[config.mk]
export PLATFORM = sky130hd
export DESIGN_NAME = sio_buffer_hs
export DESIGN_NICKNAME = d
export VERILOG_FILES = /design/src/rtl/sio_hs_pkg.sv /design/src/rtl/sio_fifo.sv /design/src/rtl/sio_irq_gen.sv /design/src/rtl/sio_cts_sync.sv /design/src/rtl/sio_buffer_hs.sv
export SDC_FILE = /design/constraint.sdc
export NUM_CORES = 1
export LEC_CHECK = 0
export ABC_CLOCK_PERIOD_IN_PS = 3130
export CAP_MARGIN = 30
export CORE_MARGIN = 3
export CORE_UTILIZATION = 40
export DETAILED_ROUTE_END_ITERATION = 12
export GPL_TIMING_DRIVEN = 0
export HOLD_SLACK_MARGIN = 0.12
export SYNTH_ARGS = -nofsm -noshare
export SYNTH_HDL_FRONTEND = slang
export SYNTH_SLANG_ARGS = --single-unit
[constraint.sdc]
create_clock -name clk_i -period 3.13 [get_ports clk_i]
set_clock_uncertainty 0.1 [all_clocks]
set_input_delay 0.626 -clock clk_i [delete_from_list [all_inputs] [get_ports clk_i]]
set_output_delay 0.626 -clock clk_i [all_outputs]
set_load 0.005 [all_outputs]
[src/rtl/sio_hs_pkg.sv]
package sio_hs_pkg;
  typedef enum logic {IRQ_PULSE = 1'b0, IRQ_LEVEL = 1'b1} irq_mode_e;
endpackage

[src/rtl/sio_fifo.sv]
module sio_fifo #(
  parameter int W     = 8,
  parameter int DEPTH = 16,
  localparam int PTR_W = (DEPTH > 1) ? $clog2(DEPTH) : 1,
  localparam int CNT_W = $clog2(DEPTH + 1)
) (
  input  logic             clk_i,
  input  logic             rst_ni,
  input  logic             clr_i,
  input  logic             push_i,
  input  logic [W-1:0]     data_i,
  input  logic             pop_i,
  output logic [W-1:0]     data_o,
  output logic [CNT_W-1:0] cnt_o,
  output logic             full_o,
  output logic             empty_o
);
  logic [W-1:0]     mem_q [DEPTH];
  logic [PTR_W-1:0] wr_q, rd_q;
  logic [CNT_W-1:0] cnt_q;
  logic             do_push, do_pop;

  assign full_o  = (cnt_q == CNT_W'(DEPTH));
  assign empty_o = (cnt_q == '0);
  assign do_push = push_i & ~full_o;
  assign do_pop  = pop_i & ~empty_o;
  assign data_o  = mem_q[rd_q];
  assign cnt_o   = cnt_q;

  function automatic logic [PTR_W-1:0] nxt(input logic [PTR_W-1:0] p);
    return (p == PTR_W'(DEPTH - 1)) ? '0 : p + 1'b1;
  endfunction

  always_ff @(posedge clk_i) begin
    if (do_push) mem_q[wr_q] <= data_i;
  end

  always_ff @(posedge clk_i or negedge rst_ni) begin
    if (!rst_ni) begin
      wr_q  <= '0;
      rd_q  <= '0;
      cnt_q <= '0;
    end else if (clr_i) begin
      wr_q  <= '0;
      rd_q  <= '0;
      cnt_q <= '0;
    end else begin
      if (do_push) wr_q <= nxt(wr_q);
      if (do_pop)  rd_q <= nxt(rd_q);
      case ({do_push, do_pop})
        2'b10:   cnt_q <= cnt_q + 1'b1;
        2'b01:   cnt_q <= cnt_q - 1'b1;
        default: cnt_q <= cnt_q;
      endcase
    end
  end


  cnt_bound_chk: assert property (@(posedge clk_i) disable iff (!rst_ni)
    cnt_q <= CNT_W'(DEPTH));


  full_drop_chk: assert property (@(posedge clk_i) disable iff (!rst_ni)
    (push_i && full_o && !pop_i && !clr_i) |=> $stable(cnt_q));


  clr_empty_chk: assert property (@(posedge clk_i) disable iff (!rst_ni)
    clr_i |=> empty_o);
endmodule

[src/rtl/sio_irq_gen.sv]
module sio_irq_gen
  import sio_hs_pkg::*;
(
  input  logic      clk_i,
  input  logic      rst_ni,
  input  logic      cond_i,
  input  irq_mode_e mode_i,
  output logic      irq_o
);
  logic cond_q;

  always_ff @(posedge clk_i or negedge rst_ni) begin
    if (!rst_ni) cond_q <= 1'b0;
    else         cond_q <= cond_i;
  end

  assign irq_o = (mode_i == IRQ_LEVEL) ? cond_i : (cond_i & ~cond_q);

  // pulse mode never holds two cycles
  pulse_single_chk: assert property (@(posedge clk_i) disable iff (!rst_ni)
    (mode_i == IRQ_PULSE && irq_o) |=> !(mode_i == IRQ_PULSE && irq_o));
endmodule

[src/rtl/sio_cts_sync.sv]
module sio_cts_sync (
  input  logic clk_i,
  input  logic rst_ni,
  input  logic cts_ni,
  input  logic stat_rd_i,
  output logic cts_act_o,
  output logic dcts_o
);
  logic s1_q, s2_q, dcts_q, chg;

  assign chg = s1_q ^ s2_q;

  always_ff @(posedge clk_i or negedge rst_ni) begin
    if (!rst_ni) begin
      s1_q   <= 1'b1;
      s2_q   <= 1'b1;
      dcts_q <= 1'b0;
    end else begin
      s1_q <= cts_ni;
      s2_q <= s1_q;
      if (chg)            dcts_q <= 1'b1;
      else if (stat_rd_i) dcts_q <= 1'b0;
    end
  end

  assign cts_act_o = ~s2_q;
  assign dcts_o    = dcts_q;


  dcts_on_change_chk: assert property (@(posedge clk_i) disable iff (!rst_ni)
    !$stable(cts_act_o) |-> dcts_o);
endmodule

[src/rtl/sio_buffer_hs.sv]
module sio_buffer_hs
  import sio_hs_pkg::*;
#(
  parameter int W     = 8,
  parameter int DEPTH = 16,
  localparam int CNT_W = $clog2(DEPTH + 1)
) (
  input  logic             clk_i,
  input  logic             rst_ni,
  input  logic             tx_wr_i,
  input  logic [W-1:0]     tx_wdata_i,
  input  logic             rx_rd_i,
  output logic [W-1:0]     rx_rdata_o,
  output logic             ser_tx_valid_o,
  output logic [W-1:0]     ser_tx_data_o,
  input  logic             ser_tx_take_i,
  input  logic             des_rx_valid_i,
  input  logic [W-1:0]     des_rx_data_i,
  input  logic             afc_en_i,
  input  logic             sw_rts_i,
  input  logic             tx_clr_i,
  input  logic             rx_clr_i,
  input  logic [CNT_W-1:0] rx_trig_i,
  input  logic [CNT_W-1:0] tx_trig_i,
  input  logic             rx_irq_mode_i,
  input  logic             tx_irq_mode_i,
  input  logic             stat_rd_i,
  input  logic             cts_ni,
  output logic             rts_no,
  output logic [CNT_W-1:0] tx_cnt_o,
  output logic [CNT_W-1:0] rx_cnt_o,
  output logic             tx_full_o,
  output logic             rx_full_o,
  output logic             rx_ovr_o,
  output logic             cts_o,
  output logic             dcts_o,
  output logic             rx_irq_o,
  output logic             tx_irq_o
);
  logic tx_empty, rx_empty, cts_act, ovr_q;

  sio_cts_sync u_cts (
    .clk_i, .rst_ni, .cts_ni, .stat_rd_i,
    .cts_act_o(cts_act), .dcts_o(dcts_o)
  );

  assign ser_tx_valid_o = ~tx_empty & (~afc_en_i | cts_act);

  sio_fifo #(.W(W), .DEPTH(DEPTH)) u_tx_fifo (
    .clk_i, .rst_ni, .clr_i(tx_clr_i),
    .push_i(tx_wr_i), .data_i(tx_wdata_i),
    .pop_i(ser_tx_take_i & ser_tx_valid_o), .data_o(ser_tx_data_o),
    .cnt_o(tx_cnt_o), .full_o(tx_full_o), .empty_o(tx_empty)
  );

  sio_fifo #(.W(W), .DEPTH(DEPTH)) u_rx_fifo (
    .clk_i, .rst_ni, .clr_i(rx_clr_i),
    .push_i(des_rx_valid_i), .data_i(des_rx_data_i),
    .pop_i(rx_rd_i), .data_o(rx_rdata_o),
    .cnt_o(rx_cnt_o), .full_o(rx_full_o), .empty_o(rx_empty)
  );

  always_ff @(posedge clk_i or negedge rst_ni) begin
    if (!rst_ni)                                        ovr_q <= 1'b0;
    else if (des_rx_valid_i && rx_full_o && !rx_clr_i) ovr_q <= 1'b1;
    else if (stat_rd_i)                                 ovr_q <= 1'b0;
  end
  assign rx_ovr_o = ovr_q;

  // at least two free slots keeps the partner sending
  assign rts_no = afc_en_i ? (rx_cnt_o > CNT_W'(DEPTH - 2)) : ~sw_rts_i;
  assign cts_o  = cts_act;

  sio_irq_gen u_rx_irq (
    .clk_i, .rst_ni, .cond_i(rx_cnt_o >= rx_trig_i),
    .mode_i(irq_mode_e'(rx_irq_mode_i)), .irq_o(rx_irq_o)
  );

  sio_irq_gen u_tx_irq (
    .clk_i, .rst_ni, .cond_i(tx_cnt_o <= tx_trig_i),
    .mode_i(irq_mode_e'(tx_irq_mode_i)), .irq_o(tx_irq_o)
  );


  tx_gate_chk: assert property (@(posedge clk_i) disable iff (!rst_ni)
    (afc_en_i && !cts_act) |-> !ser_tx_valid_o);


  rts_full_chk: assert property (@(posedge clk_i) disable iff (!rst_ni)
    (afc_en_i && rx_cnt_o >= CNT_W'(DEPTH - 1)) |-> rts_no);


  ovr_set_chk: assert property (@(posedge clk_i) disable iff (!rst_ni)
    (des_rx_valid_i && rx_full_o && !rx_clr_i) |=> rx_ovr_o);


  rx_empty_cnt_chk: assert property (@(posedge clk_i) disable iff (!rst_ni)
    rx_empty |-> (rx_cnt_o == '0));
endmodule

# == Word-level counts from Yosys, hierarchy flattened ==
# Memories as Yosys holds them, arrays and structs flattened.
# Cells that the tools add are included.
# totals
mem_bits_rw,256
register_bits,32
output_inout_bits,35
memories,2
# memory_table
memory,words,word_bits,rd,rd_clocked_by_memory_dff,write_ports,line_no,rtl
u_rx_fifo.mem_q,16,8,1,0,1,sio_fifo.sv:18,logic [W-1:0] mem_q [DEPTH];
u_tx_fifo.mem_q,16,8,1,0,1,sio_fifo.sv:18,
# op_classes
n_reduce_logical,13
bitwise,19
add_sub_neg,8
order_cmp,3
n_eq_ne,10
n_mux,26
# ops
operator,n
two-way mux 4 bit,12
one-hot mux 5 bit (2 select lines),2
"adder 4 x 1 -> 4 bit, second input constant",4
"equality test 4 bit, second input constant",4
nonzero test 2 bit,6
"adder 5 x 1 -> 5 bit, second input constant",2
"equality test 5 bit, second input constant",2
logical NOT 5 bit,2
two-way mux 1 bit,10
two-way mux 5 bit,2
"subtractor 5 x 1 -> 5 bit, second input constant",2
NOT 1 bit,9
bitwise AND 1 bit,8
nonzero test 3 bit,2
greater-or-equal comparator 5 bit,1
"> comparator 5 x 4 -> 1 bit, second input constant",1
less-or-equal comparator 5 bit,1
"equality test 2 x 1 -> 1 bit, second input constant",2
"equality test 2 bit, second input constant",2
logical AND 1 bit,2
logical NOT 1 bit,1
bitwise OR 1 bit,1
bitwise XOR 1 bit,1

# == Depth between registers and ports, before layout ==
# Gate-level depths: netlist of run 1.
# logic_depth
depth_word,8
ltp_mapped,11
mapped_depth_nobuf,10

# == Modules after synthesis ==
# From an unflattened synthesis of run 1, not the netlist that was laid out.
# unflattened
cells_unflattened,669
area_unflattened_um2,12144.1
# by_module_without_submodules
module,area_per_inst_um2,n_inst,seq_area_each_um2,cells_each
sio_fifo at u_rx_fifo,5846.9,1,4169.0,307
sio_fifo at u_tx_fifo,5816.8,1,4169.0,307
sio_buffer_hs,309.0,1,25.0,42
sio_cts_sync,98.8,1,77.6,7
sio_irq_gen,36.3,2,25.0,3

# == Least setup slack after synthesis of run 1 ==
# Ideal clock, no wire load.
# synth_path
path_kind,flip-flop to flip-flop
start,"register u_tx_fifo.cnt_q[1], in the netlist u_tx_fifo.cnt_o[1]"
end,"register u_tx_fifo.cnt_q[4], in the netlist u_tx_fifo.cnt_o[4]"
setup_time_ns,0.104
n_path_buf,1
required_ns,2.926
stages_incl_launch_ff,11
period_less_slack_ns,2.849
t_arrival_ns,2.645
slack_ns,0.281
path_cell_list,dfrtp_1 -> or4_1 -> buf_2 -> o21ai_2 -> a21oi_1 -> xor2_1 -> ha_1 -> or3_1 -> a21oi_1 -> o211ai_1 -> a221oi_1
# synth_via
elab_chain_cells,8
word_cells_on_any_way,15
# synth_rtl
element,line_no,rtl
"start, declared",sio_fifo.sv:20,logic [CNT_W-1:0] cnt_q;
"start signal, assigned",sio_fifo.sv:51,2'b10: cnt_q <= cnt_q + 1'b1;
"start signal, assigned",sio_fifo.sv:52,2'b01: cnt_q <= cnt_q - 1'b1;
"start signal, assigned",sio_fifo.sv:53,default: cnt_q <= cnt_q;
logical NOT 5 bit,sio_fifo.sv:24,assign empty_o = (cnt_q == '0);
NOT 1 bit,"sio_fifo.sv:26, sio_buffer_hs.sv:47",
bitwise AND 1 bit,sio_buffer_hs.sv:47,assign ser_tx_valid_o = ~tx_empty & (~afc_en_i | cts_act);
bitwise AND 1 bit,sio_buffer_hs.sv:52,".pop_i(ser_tx_take_i & ser_tx_valid_o), .data_o(ser_tx_data_o),"
bitwise AND 1 bit,sio_fifo.sv:26,assign do_pop = pop_i & ~empty_o;
equality test 2 x 1 -> 1 bit or equality test 2 bit (tied branches),sio_fifo.sv:50,"case ({do_push, do_pop})"
one-hot mux 5 bit (2 select lines),sio_fifo.sv:50,
two-way mux 5 bit,sio_fifo.sv:43,end else if (clr_i) begin
# Several ways; a longest one is shown, not always the timed one.
# A chain may end at the register's enable or synchronous reset.

# == Final worst setup path of run 1 ==
# layout_path
start,register u_rx_fifo.rd_q[0]
end,output port rx_rdata_o[2]
# layout_via
elab_chain_cells,1
# layout_rtl
element,line_no,rtl
"start, declared",sio_fifo.sv:19,"logic [PTR_W-1:0] wr_q, rd_q;"
"start signal, assigned",sio_fifo.sv:49,if (do_pop) rd_q <= nxt(rd_q);
memory read (16 x 8 bit),n/a,
"end, declared",sio_buffer_hs.sv:13,"output logic [W-1:0] rx_rdata_o,"
# No other way between the ends.

==> metrics.md, run 1 <==
| Metric | Value |
|---|---|
| Avg Synthesized Cell Area | `18.3 um^2` |
| Max VDD drop | `0.410 mV` |
| Final worst-path setup slack | `-0.0713 ns` |
| Count leader, synth | `edfxtp_1` |
| Post-DRT Antenna Nets | `0` |
| Pleak | `5.14 nW` |
| Unrepaired setup endpoints after global routing | `yes` |
| Mux cell area share after synthesis | `14.7%` |
| Core area | `29700 um^2` |
| RR Startpoint | `u_tx_fifo.cnt_o[1]` |
| Main combinational cell family by area after synthesis | `multiplexers` |
| Clock latency on the worst-skew pair | `0.55 ns` |
| R2R Setup Slk | `0.04 ns` |
| Count of cell types in the netlist | `55` |
| Yosys reg bits | `288` |
| GP Congestion | `0.798` |
| Critical path class | `flop to primary output` |
| Hold Path End | `u_cts.s2_q` |
| Min-delay worst type | `flop to flop` |
| Vias in the first global route | `7058` |
| Post-route DRC | `0` |
| # nets final | `876` |
| WP data required | `2.40 ns` |
| CTS root buf | `clkbuf_16` |
| Initial antenna violation count | `0` |
| CTS tree | `done` |
| Ys Warns | `0` |
| Post-synth EDFFs | `256` |
| Worst slew margin | `37.1%` |
| Core Rows | `63` |
| Fillers | `2373` |
| Initial Util | `40.7%` |
| Final Hold Fails | `0` |
| Power per cell area | `761 nW/um^2` |
| Top cells by count, synth | `edfxtp_1, mux4_2, dfrtp_1` |
| Top cells by area, synth | `edfxtp_1, mux4_2, dfrtp_1, ha_1, mux2i_1` |
| Vias post-DR | `6507` |
| Final wirelength | `26.6 mm` |
| Worst hold start | `u_cts.s1_q` |
| Die span in x | `180 um` |
| Placed inst area | `13400 um^2` |
| Post-Synthesis Cell Area | `12100 um^2` |
| Ys flop type | `edfxtp_1` |
| Minimum clock period | `3.20 ns` |
| DIE AREA | `32300 um^2` |
| WP data arrival | `2.48 ns` |
| Post-route cell area | `15000 um^2` |
| CP Capture Type | `primary output` |
| Worst Reg-to-Reg Cells | `10` |
| Async set-reset flop share out of synthesis | `11.1%` |
| Diode count | `0` |
| Grt ovf | `0` |
| Layout cell share with drive strength beyond 1 | `29.5%` |
| Setup TNS | `-0.410 ns` |
| Num Clock Sinks | `288` |
| First-pass GRT wire length | `41.8 mm` |
| CTS buffer count | `31` |
| H-tree Lvls | `1` |
| Wire length per cell | `21.7 um` |
| PortBufs | `74` |
| Starting DRT DRC Count | `514` |
| Simple-gate portion of the synthesized area | `5.18%` |
| Area leader, netlist | `edfxtp_1` |
| Outcome | `finished with violations` |
| Clock tree buffer depth | `3` |
| Pre-CTS setup slack | `-0.523 ns` |
| Tcrit/Tclk final | `102%` |
| Crit Path Max Fanout | `6` |
| Slew Limit Fails | `0` |
| Compound-gate portion of the synthesized area | `4.11%` |
| Adder-cell share of the synthesized area | `2.75%` |
| Failing checks | `negative setup slack` |
| Number of I/O pins | `75` |
| Post-Synth XOR/XNOR Area | `1.08%` |
| Die height | `180 um` |
| Type of origin of the critical path | `flop` |
| Vias/cell | `5.31` |
| Post-synthesis sequential area ratio | `70.2%` |
| Gr usage total | `16.5%` |
| Fmax | `312 MHz` |
| Syn nets | `728` |
| First-pass iteration count of the detailed router | `5` |
| FF-to-FF End | `u_tx_fifo.cnt_o[4]` |
| WHS Path Cells | `0` |
| Top-area cell type share of the netlist area | `63.6%` |
| Largest net degree at the start of global routing | `33` |
| Syn Inst Count | `662` |
| Setup violators final | `8` |
| Slew @ Worst Pin | `0.939 ns` |
| P&R area growth vs syn | `24.3%` |
| Hpwl dp | `17.4 mm` |
| Max-Cap Viols | `0` |
| CTS clk-pin slew, worst paths | `0.06 ns` |
worst max-delay path: stages (launching register included):
cell     delay, ns
dfrtp_1       0.39
buf_12        0.15
buf_12        0.13
buf_12        0.11
mux4_2        0.48
mux4_2        0.52
buf_2         0.15
how the worst max path moves through the flow:
stage | cells past startpoint | endpoint | start
CTS | 6 | rx_rdata_o[7] | u_rx_fifo.rd_q[0]
global route | 6 | rx_rdata_o[3] | u_rx_fifo.rd_q[0]
global placement | 4 | u_tx_fifo.mem_q[0][4] | tx_wr_i
finish | 6 | rx_rdata_o[2] | u_rx_fifo.rd_q[0]
floorplan | 10 | u_tx_fifo.cnt_o[4] | u_tx_fifo.cnt_o[1]
detailed placement | 10 | u_tx_fifo.cnt_o[4] | afc_en_i
state kept, by name, indices dropped and copies added, names as in the netlist:
register         flops
u_rx_fifo.mem_q    128
u_tx_fifo.mem_q    128
u_rx_fifo.cnt_o      5
u_tx_fifo.cnt_o      5
u_rx_fifo.rd_q       4
u_rx_fifo.wr_q       4
u_tx_fifo.rd_q       4
u_tx_fifo.wr_q       4
rx_ovr_o             1
u_cts.dcts_o         1
u_cts.s1_q           1
u_cts.s2_q           1
u_rx_irq.cond_q      1
u_tx_irq.cond_q      1
kinds of logic after synthesis:
kind of cell               after synthesis
DFF                                    288
and+or+nand+nor                        116
muxes                                   87
AOI/OAI and AO/OA                       73
buffers and inverters                   58
adders and majority gates               26
xor gates and xnor gates                14
where the power goes:
group | internal, mW | switching (mW) | total (mW)
Combinational | 1.70 | 1.41 | 3.10
Clock | 2.24 | 1.52 | 3.75
Sequential | 4.38 | 0.202 | 4.58
cells in the final DEF, fill, tap and decap left out, types with 4 or more instances in the layout:
cell	count
edfxtp_1	256
mux4_2	72
clkdlybuf4s50_1	55
buf_4	34
clkbuf_16	31
nor2_1	29
inv_1	27
ha_1	25
dfrtp_1	25
and2_1	22
nand2_1	20
a21oi_1	19
buf_2	17
mux2i_1	14
buf_6	12
buf_12	10
clkbuf_1	8
nor2b_1	8
xnor2_1	7
xor2_1	6
o21ai_0	6
clkinv_2	6
a211oi_2	5
nor4_2	5
nand3_1	5
bufinv_16	5
clkinv_1	5
dfrtp_2	5
clkbuf_2	4
a21oi_2	4
and4_1	4
nor3b_1	4
nor3_1	4
o21a_1	4
clkinvlp_4	4
layer usage:
metal / share of wire [%] / track usage (%) / up-vias
li1: - / - / 2927
met1: 41 / 21.0 / 3407
met2: 53 / 29.9 / 137
met3: 3.7 / 2.49 / 36
met4: 1.8 / 3.62 / 0
met5: 0 / 0 / -
cell type report:
cell class	count	area [um^2]	share of cell area [%]
Buffer	27	250	1.67
Clock buffer	32	779	5.19
Clock inverter	26	284	1.89
Inverter	28	105	0.699
Multi-Input combinational cell	316	3550	23.6
Sequential cell	288	8500	56.5
Tap cell	390	488	3.25
Timing Repair Buffer	118	1070	7.15
repair_timing:
action	4_1_cts	5_1_grt
gates resized for setup	141	18
setup buffers	34	5
pin swaps	9	12
cloned	1	0
endpoints found under the setup margin	20	20
hold endpoints to repair	30	0
hold buffers	1	0
stage by stage:
stage          hold slack (ns)  util [%]  power, mW  instances
2_1_floorplan            0.230         -       6.20        662
3_3_place_gp             0.264      44.8       7.11       1126
3_5_place_dp             0.273      45.0       7.22       1130
4_1_cts                  0.279      50.3       11.5       1221
5_1_grt                  0.279      50.6       12.0       1225
6_report                 0.274      50.6       11.4       1225
Note: power is estimated with default switching activity, not from simulation.
==> inputs of run 2 (changes only) <==
--- a/config.mk
+++ b/config.mk
@@ -9,9 +9,11 @@
 export CAP_MARGIN = 30
 export CORE_MARGIN = 3
 export CORE_UTILIZATION = 40
+export CTS_CLUSTER_SIZE = 20
 export DETAILED_ROUTE_END_ITERATION = 12
 export GPL_TIMING_DRIVEN = 0
 export HOLD_SLACK_MARGIN = 0.12
+export REMOVE_ABC_BUFFERS = 1
 export SYNTH_ARGS = -nofsm -noshare
 export SYNTH_HDL_FRONTEND = slang
 export SYNTH_SLANG_ARGS = --single-unit
==> metrics.md, run 2 (synthesis gave the netlist of run 1 again) <==
| Metric | Value |
|---|---|
| GR Util met3 | `2.41%` |
| Die height | `180 um` |
| Failing checks | `negative setup slack` |
| Fillers | `2388` |
| Tcrit/Tclk final | `104%` |
| Setup TNS | `-0.468 ns` |
| Vias/cell | `5.26` |
| Area of the multi-input gates | `3480 um^2` |
| Unrepaired setup endpoints after global routing | `yes` |
| Largest net degree at the start of global routing | `37` |
| CTS clk-pin slew, worst paths | `0.06 ns` |
| Fin util | `49.6%` |
| Hpwl dp | `16.1 mm` |
| Grt ovf | `0` |
| Crit Path Max Fanout | `5` |
| Clock latency on the worst-skew pair | `0.53 ns` |
| Starting DRT DRC Count | `394` |
| Most common cell after layout, fill and taps aside | `edfxtp_1` |
| # nets final | `851` |
| Busiest grt layer | `met2` |
| WP data required | `2.40 ns` |
| Outcome | `finished with violations` |
| First-pass iteration count of the detailed router | `4` |
| Max-Cap Viols | `0` |
| Number of I/O pins | `75` |
| CTS tree | `done` |
| GRT met2 Usage | `27.9%` |
| CP top delay family | `multiplexers` |
| Initial Util | `40.7%` |
| WP buf/inv | `4` |
| Num Clock Sinks | `288` |
| Slowest Stage Delay on Critical Path | `0.51 ns` |
| Regs by FF count | `u_rx_fifo.mem_q x128, u_tx_fifo.mem_q x128` |
| Crit path cell chain | `buf_6 -> buf_16 -> buf_8 -> mux4_2 -> mux4_2 -> buf_6` |
| Vias post-DR | `6304` |
| PortBufs | `74` |
| Post-route DRC | `0` |
| GP Congestion | `0.803` |
| First-pass GRT wire length | `39.4 mm` |
| Power per cell area | `728 nW/um^2` |
| Placed inst area | `13300 um^2` |
| Final Power | `10.7 mW` |
| Pleak | `5.00 nW` |
| Final worst-path setup slack | `-0.116 ns` |
| Non-Filler Instances | `1198` |
| Clock tree buffer depth | `3` |
| Final Hold Fails | `0` |
| Critical path's slowest cell | `mux4_2` |
| Gr usage total | `15.3%` |
| Most frequent cells in the layout | `edfxtp_1, mux4_2, clkdlybuf4s50_1` |
| Diode count | `0` |
| Max VDD drop | `0.471 mV` |
| Final wirelength | `24.8 mm` |
| Initial antenna violation count | `0` |
| Pre-CTS setup slack | `-0.422 ns` |
| DIE AREA | `32300 um^2` |
| Core area | `29700 um^2` |
| P&R area growth vs syn | `22.0%` |
| Core Rows | `63` |
| Layout cell share with drive strength beyond 1 | `26.5%` |
| CTS buffer count | `29` |
| Slew @ Worst Pin | `0.931 ns` |
| CTS root buf | `clkbuf_16` |
| Fmax | `308 MHz` |
| Dpl cells | `1104` |
| Type of origin of the critical path | `flop` |
| H-tree Lvls | `1` |
| Register Area | `8510 um^2` |
| Vias in the first global route | `6827` |
| WP data arrival | `2.52 ns` |
| Min-delay worst type | `flop to flop` |
| CP Capture Type | `primary output` |
| M1 GR Usage | `19.3%` |
| Slew Limit Fails | `0` |
| Setup violators final | `6` |
| Wire length per cell | `20.7 um` |
| Critical path class | `flop to primary output` |
| Post-DRT Antenna Nets | `0` |
| Worst slew margin | `37.7%` |
| Die span in x | `180 um` |
| Minimum clock period | `3.25 ns` |
| Post-route cell area | `14700 um^2` |
| WHS | `0.275 ns` |
[run 2: changes by cell type in the layout (fill, tap and decap cells not counted), sizes merged]
cell / change
clkinvlp: -3
clkinv: +2
inv: -2
buf: -12
bufinv: -3
clkbuf: -10
bufbuf: +1
[run 2: what timing repair did]
item	CTS	global route
pin swaps	7	5
hold buffers	1	0
resized for setup	93	17
hold endpoints to repair	30	0
setup buffers	28	10
setup endpoints to repair	19	14
cloned	5	0
[run 2: cell type report]
type	instances	area share [%]
Sequential cell	288	57.7
Multi-Input combinational cell	316	23.6
Timing Repair Buffer	122	8.64
Clock buffer	34	5.05
Tap cell	390	3.31
Clock inverter	20	1.02
Inverter	28	0.713
[run 2: path summary, 6_finish.rpt]
path	start	endpoint	slack [ns]	cells after the start
max in group asynchronous	rst_ni	u_tx_fifo.rd_q[0]	1.77	2
min in group asynchronous	rst_ni	u_rx_fifo.cnt_o[2]	0.60	2
setup reg to reg	u_tx_fifo.cnt_o[1]	u_tx_fifo.cnt_o[4]	0.15	9
hold / removal	u_cts.s1_q	u_cts.s2_q	0.28	0
hold reg to reg	u_cts.s1_q	u_cts.s2_q	0.28	0
setup / recovery	u_rx_fifo.rd_q[0]	rx_rdata_o[4]	-0.12	6
[run 2: power by group]
group | switching [mW] | internal, mW | total, mW
Combinational | 1.24 | 1.64 | 2.88
Clock | 1.37 | 1.86 | 3.24
Sequential | 0.246 | 4.38 | 4.63
Total | 2.86 | 7.88 | 10.7
[run 2: layer usage]
layer,vias up,wire length [um]
met5,-,0
met1,3227,9810
met3,35,1070
met4,0,483
met2,144,13400
li1,2898,-
==> inputs of run 3 (changes only) <==
--- a/config.mk
+++ b/config.mk
@@ -13,6 +13,7 @@
 export DETAILED_ROUTE_END_ITERATION = 12
 export GPL_TIMING_DRIVEN = 0
 export HOLD_SLACK_MARGIN = 0.12
+export MAX_ROUTING_LAYER = met4
 export REMOVE_ABC_BUFFERS = 1
 export SYNTH_ARGS = -nofsm -noshare
 export SYNTH_HDL_FRONTEND = slang
==> metrics.md, run 3 (synthesis gave the netlist of run 1 again) <==
| Metric | Value |
|---|---|
| Hold Path End | `u_cts.s2_q` |
| Worst slew margin | `38.0%` |
| DIE AREA | `32300 um^2` |
| Die height | `180 um` |
| Post-route DRC | `0` |
| Max VDD drop | `0.471 mV` |
| P&R area growth vs syn | `22.0%` |
| Vias post-DR | `6326` |
| Setup violators final | `6` |
| Layout cell share with drive strength beyond 1 | `26.5%` |
| Type of origin of the critical path | `flop` |
| GP Congestion | `0.815` |
| Grt ovf | `0` |
| Wire length per cell | `20.7 um` |
| Final Power | `10.7 mW` |
| Power per cell area | `728 nW/um^2` |
| Most common cell after layout, fill and taps aside | `edfxtp_1` |
| Initial antenna violation count | `0` |
| # nets final | `851` |
| Fmax | `308 MHz` |
| WHS Path Cells | `0` |
| Core Rows | `63` |
| R2R Setup Slk | `0.17 ns` |
| Pre-CTS setup slack | `-0.422 ns` |
| Vias in the first global route | `6835` |
| Vias/cell | `5.28` |
| Unrepaired setup endpoints after global routing | `yes` |
| Minimum clock period | `3.25 ns` |
| Gr usage total | `15.8%` |
| Clock tree buffer depth | `3` |
| Clock latency on the worst-skew pair | `0.53 ns` |
| WP data arrival | `2.52 ns` |
| H-tree Lvls | `1` |
| Most frequent cells in the layout | `edfxtp_1, mux4_2, clkdlybuf4s50_1` |
| Regs by FF count | `u_rx_fifo.mem_q x128, u_tx_fifo.mem_q x128` |
| CTS tree | `done` |
| Num Clock Sinks | `288` |
| Min-delay worst type | `flop to flop` |
| CTS buffer count | `29` |
| Initial Util | `40.7%` |
| Slew @ Worst Pin | `0.926 ns` |
| Largest net degree at the start of global routing | `37` |
| CTS clk-pin slew, worst paths | `0.06 ns` |
| Diode count | `0` |
| Final worst-path setup slack | `-0.119 ns` |
| Hpwl dp | `16.1 mm` |
| Die span in x | `180 um` |
| Critical path class | `flop to primary output` |
| Failing checks | `negative setup slack` |
| Core area | `29700 um^2` |
| Pleak | `5.00 nW` |
| Worst hold start | `u_cts.s1_q` |
| Crit Path Max Fanout | `5` |
| Post-DRT Antenna Nets | `0` |
| PortBufs | `74` |
| First-pass GRT wire length | `39.4 mm` |
| CP Capture Type | `primary output` |
| RR Startpoint | `u_tx_fifo.cnt_o[1]` |
| FF-to-FF End | `u_tx_fifo.cnt_o[4]` |
| First-pass iteration count of the detailed router | `4` |
| Tcrit/Tclk final | `104%` |
| Worst Reg-to-Reg Cells | `9` |
| Max-Cap Viols | `0` |
| Number of I/O pins | `75` |
| CTS root buf | `clkbuf_16` |
| Slew Limit Fails | `0` |
| Starting DRT DRC Count | `388` |
| WP data required | `2.40 ns` |
| Outcome | `finished with violations` |
| Final Hold Fails | `0` |
| Final wirelength | `24.8 mm` |
-- run 3: worst max-delay path by stage --
stage | slack [ns] | cells after the start | startpoint | to
CTS | -0.14 | 6 | u_rx_fifo.rd_q[0] | rx_rdata_o[0]
floorplan | -0.17 | 2 | u_rx_fifo.rd_q[0] | rx_rdata_o[0]
finish | -0.12 | 6 | u_rx_fifo.rd_q[0] | rx_rdata_o[4]
global placement | -1.30 | 5 | u_tx_fifo.rd_q[0] | ser_tx_data_o[4]
global route | -0.17 | 6 | u_rx_fifo.rd_q[0] | rx_rdata_o[4]
detailed placement | -0.42 | 10 | afc_en_i | u_tx_fifo.cnt_o[4]
-- run 3: metal layers --
metal / wire (um) / GRT usage, % / share of wire [%]
met2: 13500 / 27.8 / 54
met1: 10000 / 19.3 / 40
met5: 0 / - / 0
met4: 478 / 3.62 / 1.9
met3: 835 / 2.37 / 3.4
-- run 3: timing repair --
item                       CTS  global route
pin swaps                    7             5
buffers inserted            28            10
hold endpoints to repair    30             0
gates cloned                 5             0
setup endpoints to repair   19            14
hold buffers                 1             0
resized for setup           93            17
-- run 3: through the flow --
step	instance area (um^2)	setup TNS, ns	cells	util [%]	hold slack (ns)
after detailed placement	13300	-13.53	1104	44.9	0.268
after CTS	14600	-0.793	1189	49.3	0.276
after global routing	14700	-1.02	1198	49.6	0.286
final	14700	-0.467	1198	49.6	0.275
after global placement	13200	-40.44	1096	44.4	0.264
after floorplan	12000	-2.16	632	-	0.230
-- run 3: power breakdown --
group	switching, mW	total [mW]	internal, mW
Combinational	1.24	2.88	1.64
Clock	1.37	3.23	1.86
Sequential	0.245	4.63	4.38
-- run 3: final cells by class --
cell class | count | area (um^2)
sequential | 288 | 8510
clock inverter | 20 | 150
inverter | 28 | 105
timing repair buffer | 122 | 1270
clock buffer | 34 | 744
fill | 2388 | 15000
multi-input combinational | 316 | 3480
tap | 390 | 488
-- run 3: critical path, stage by stage (launching register included) --
cell,delay [ns]
dfrtp_4,0.50
buf_6,0.15
buf_16,0.13
buf_8,0.12
mux4_2,0.42
mux4_2,0.51
buf_6,0.14
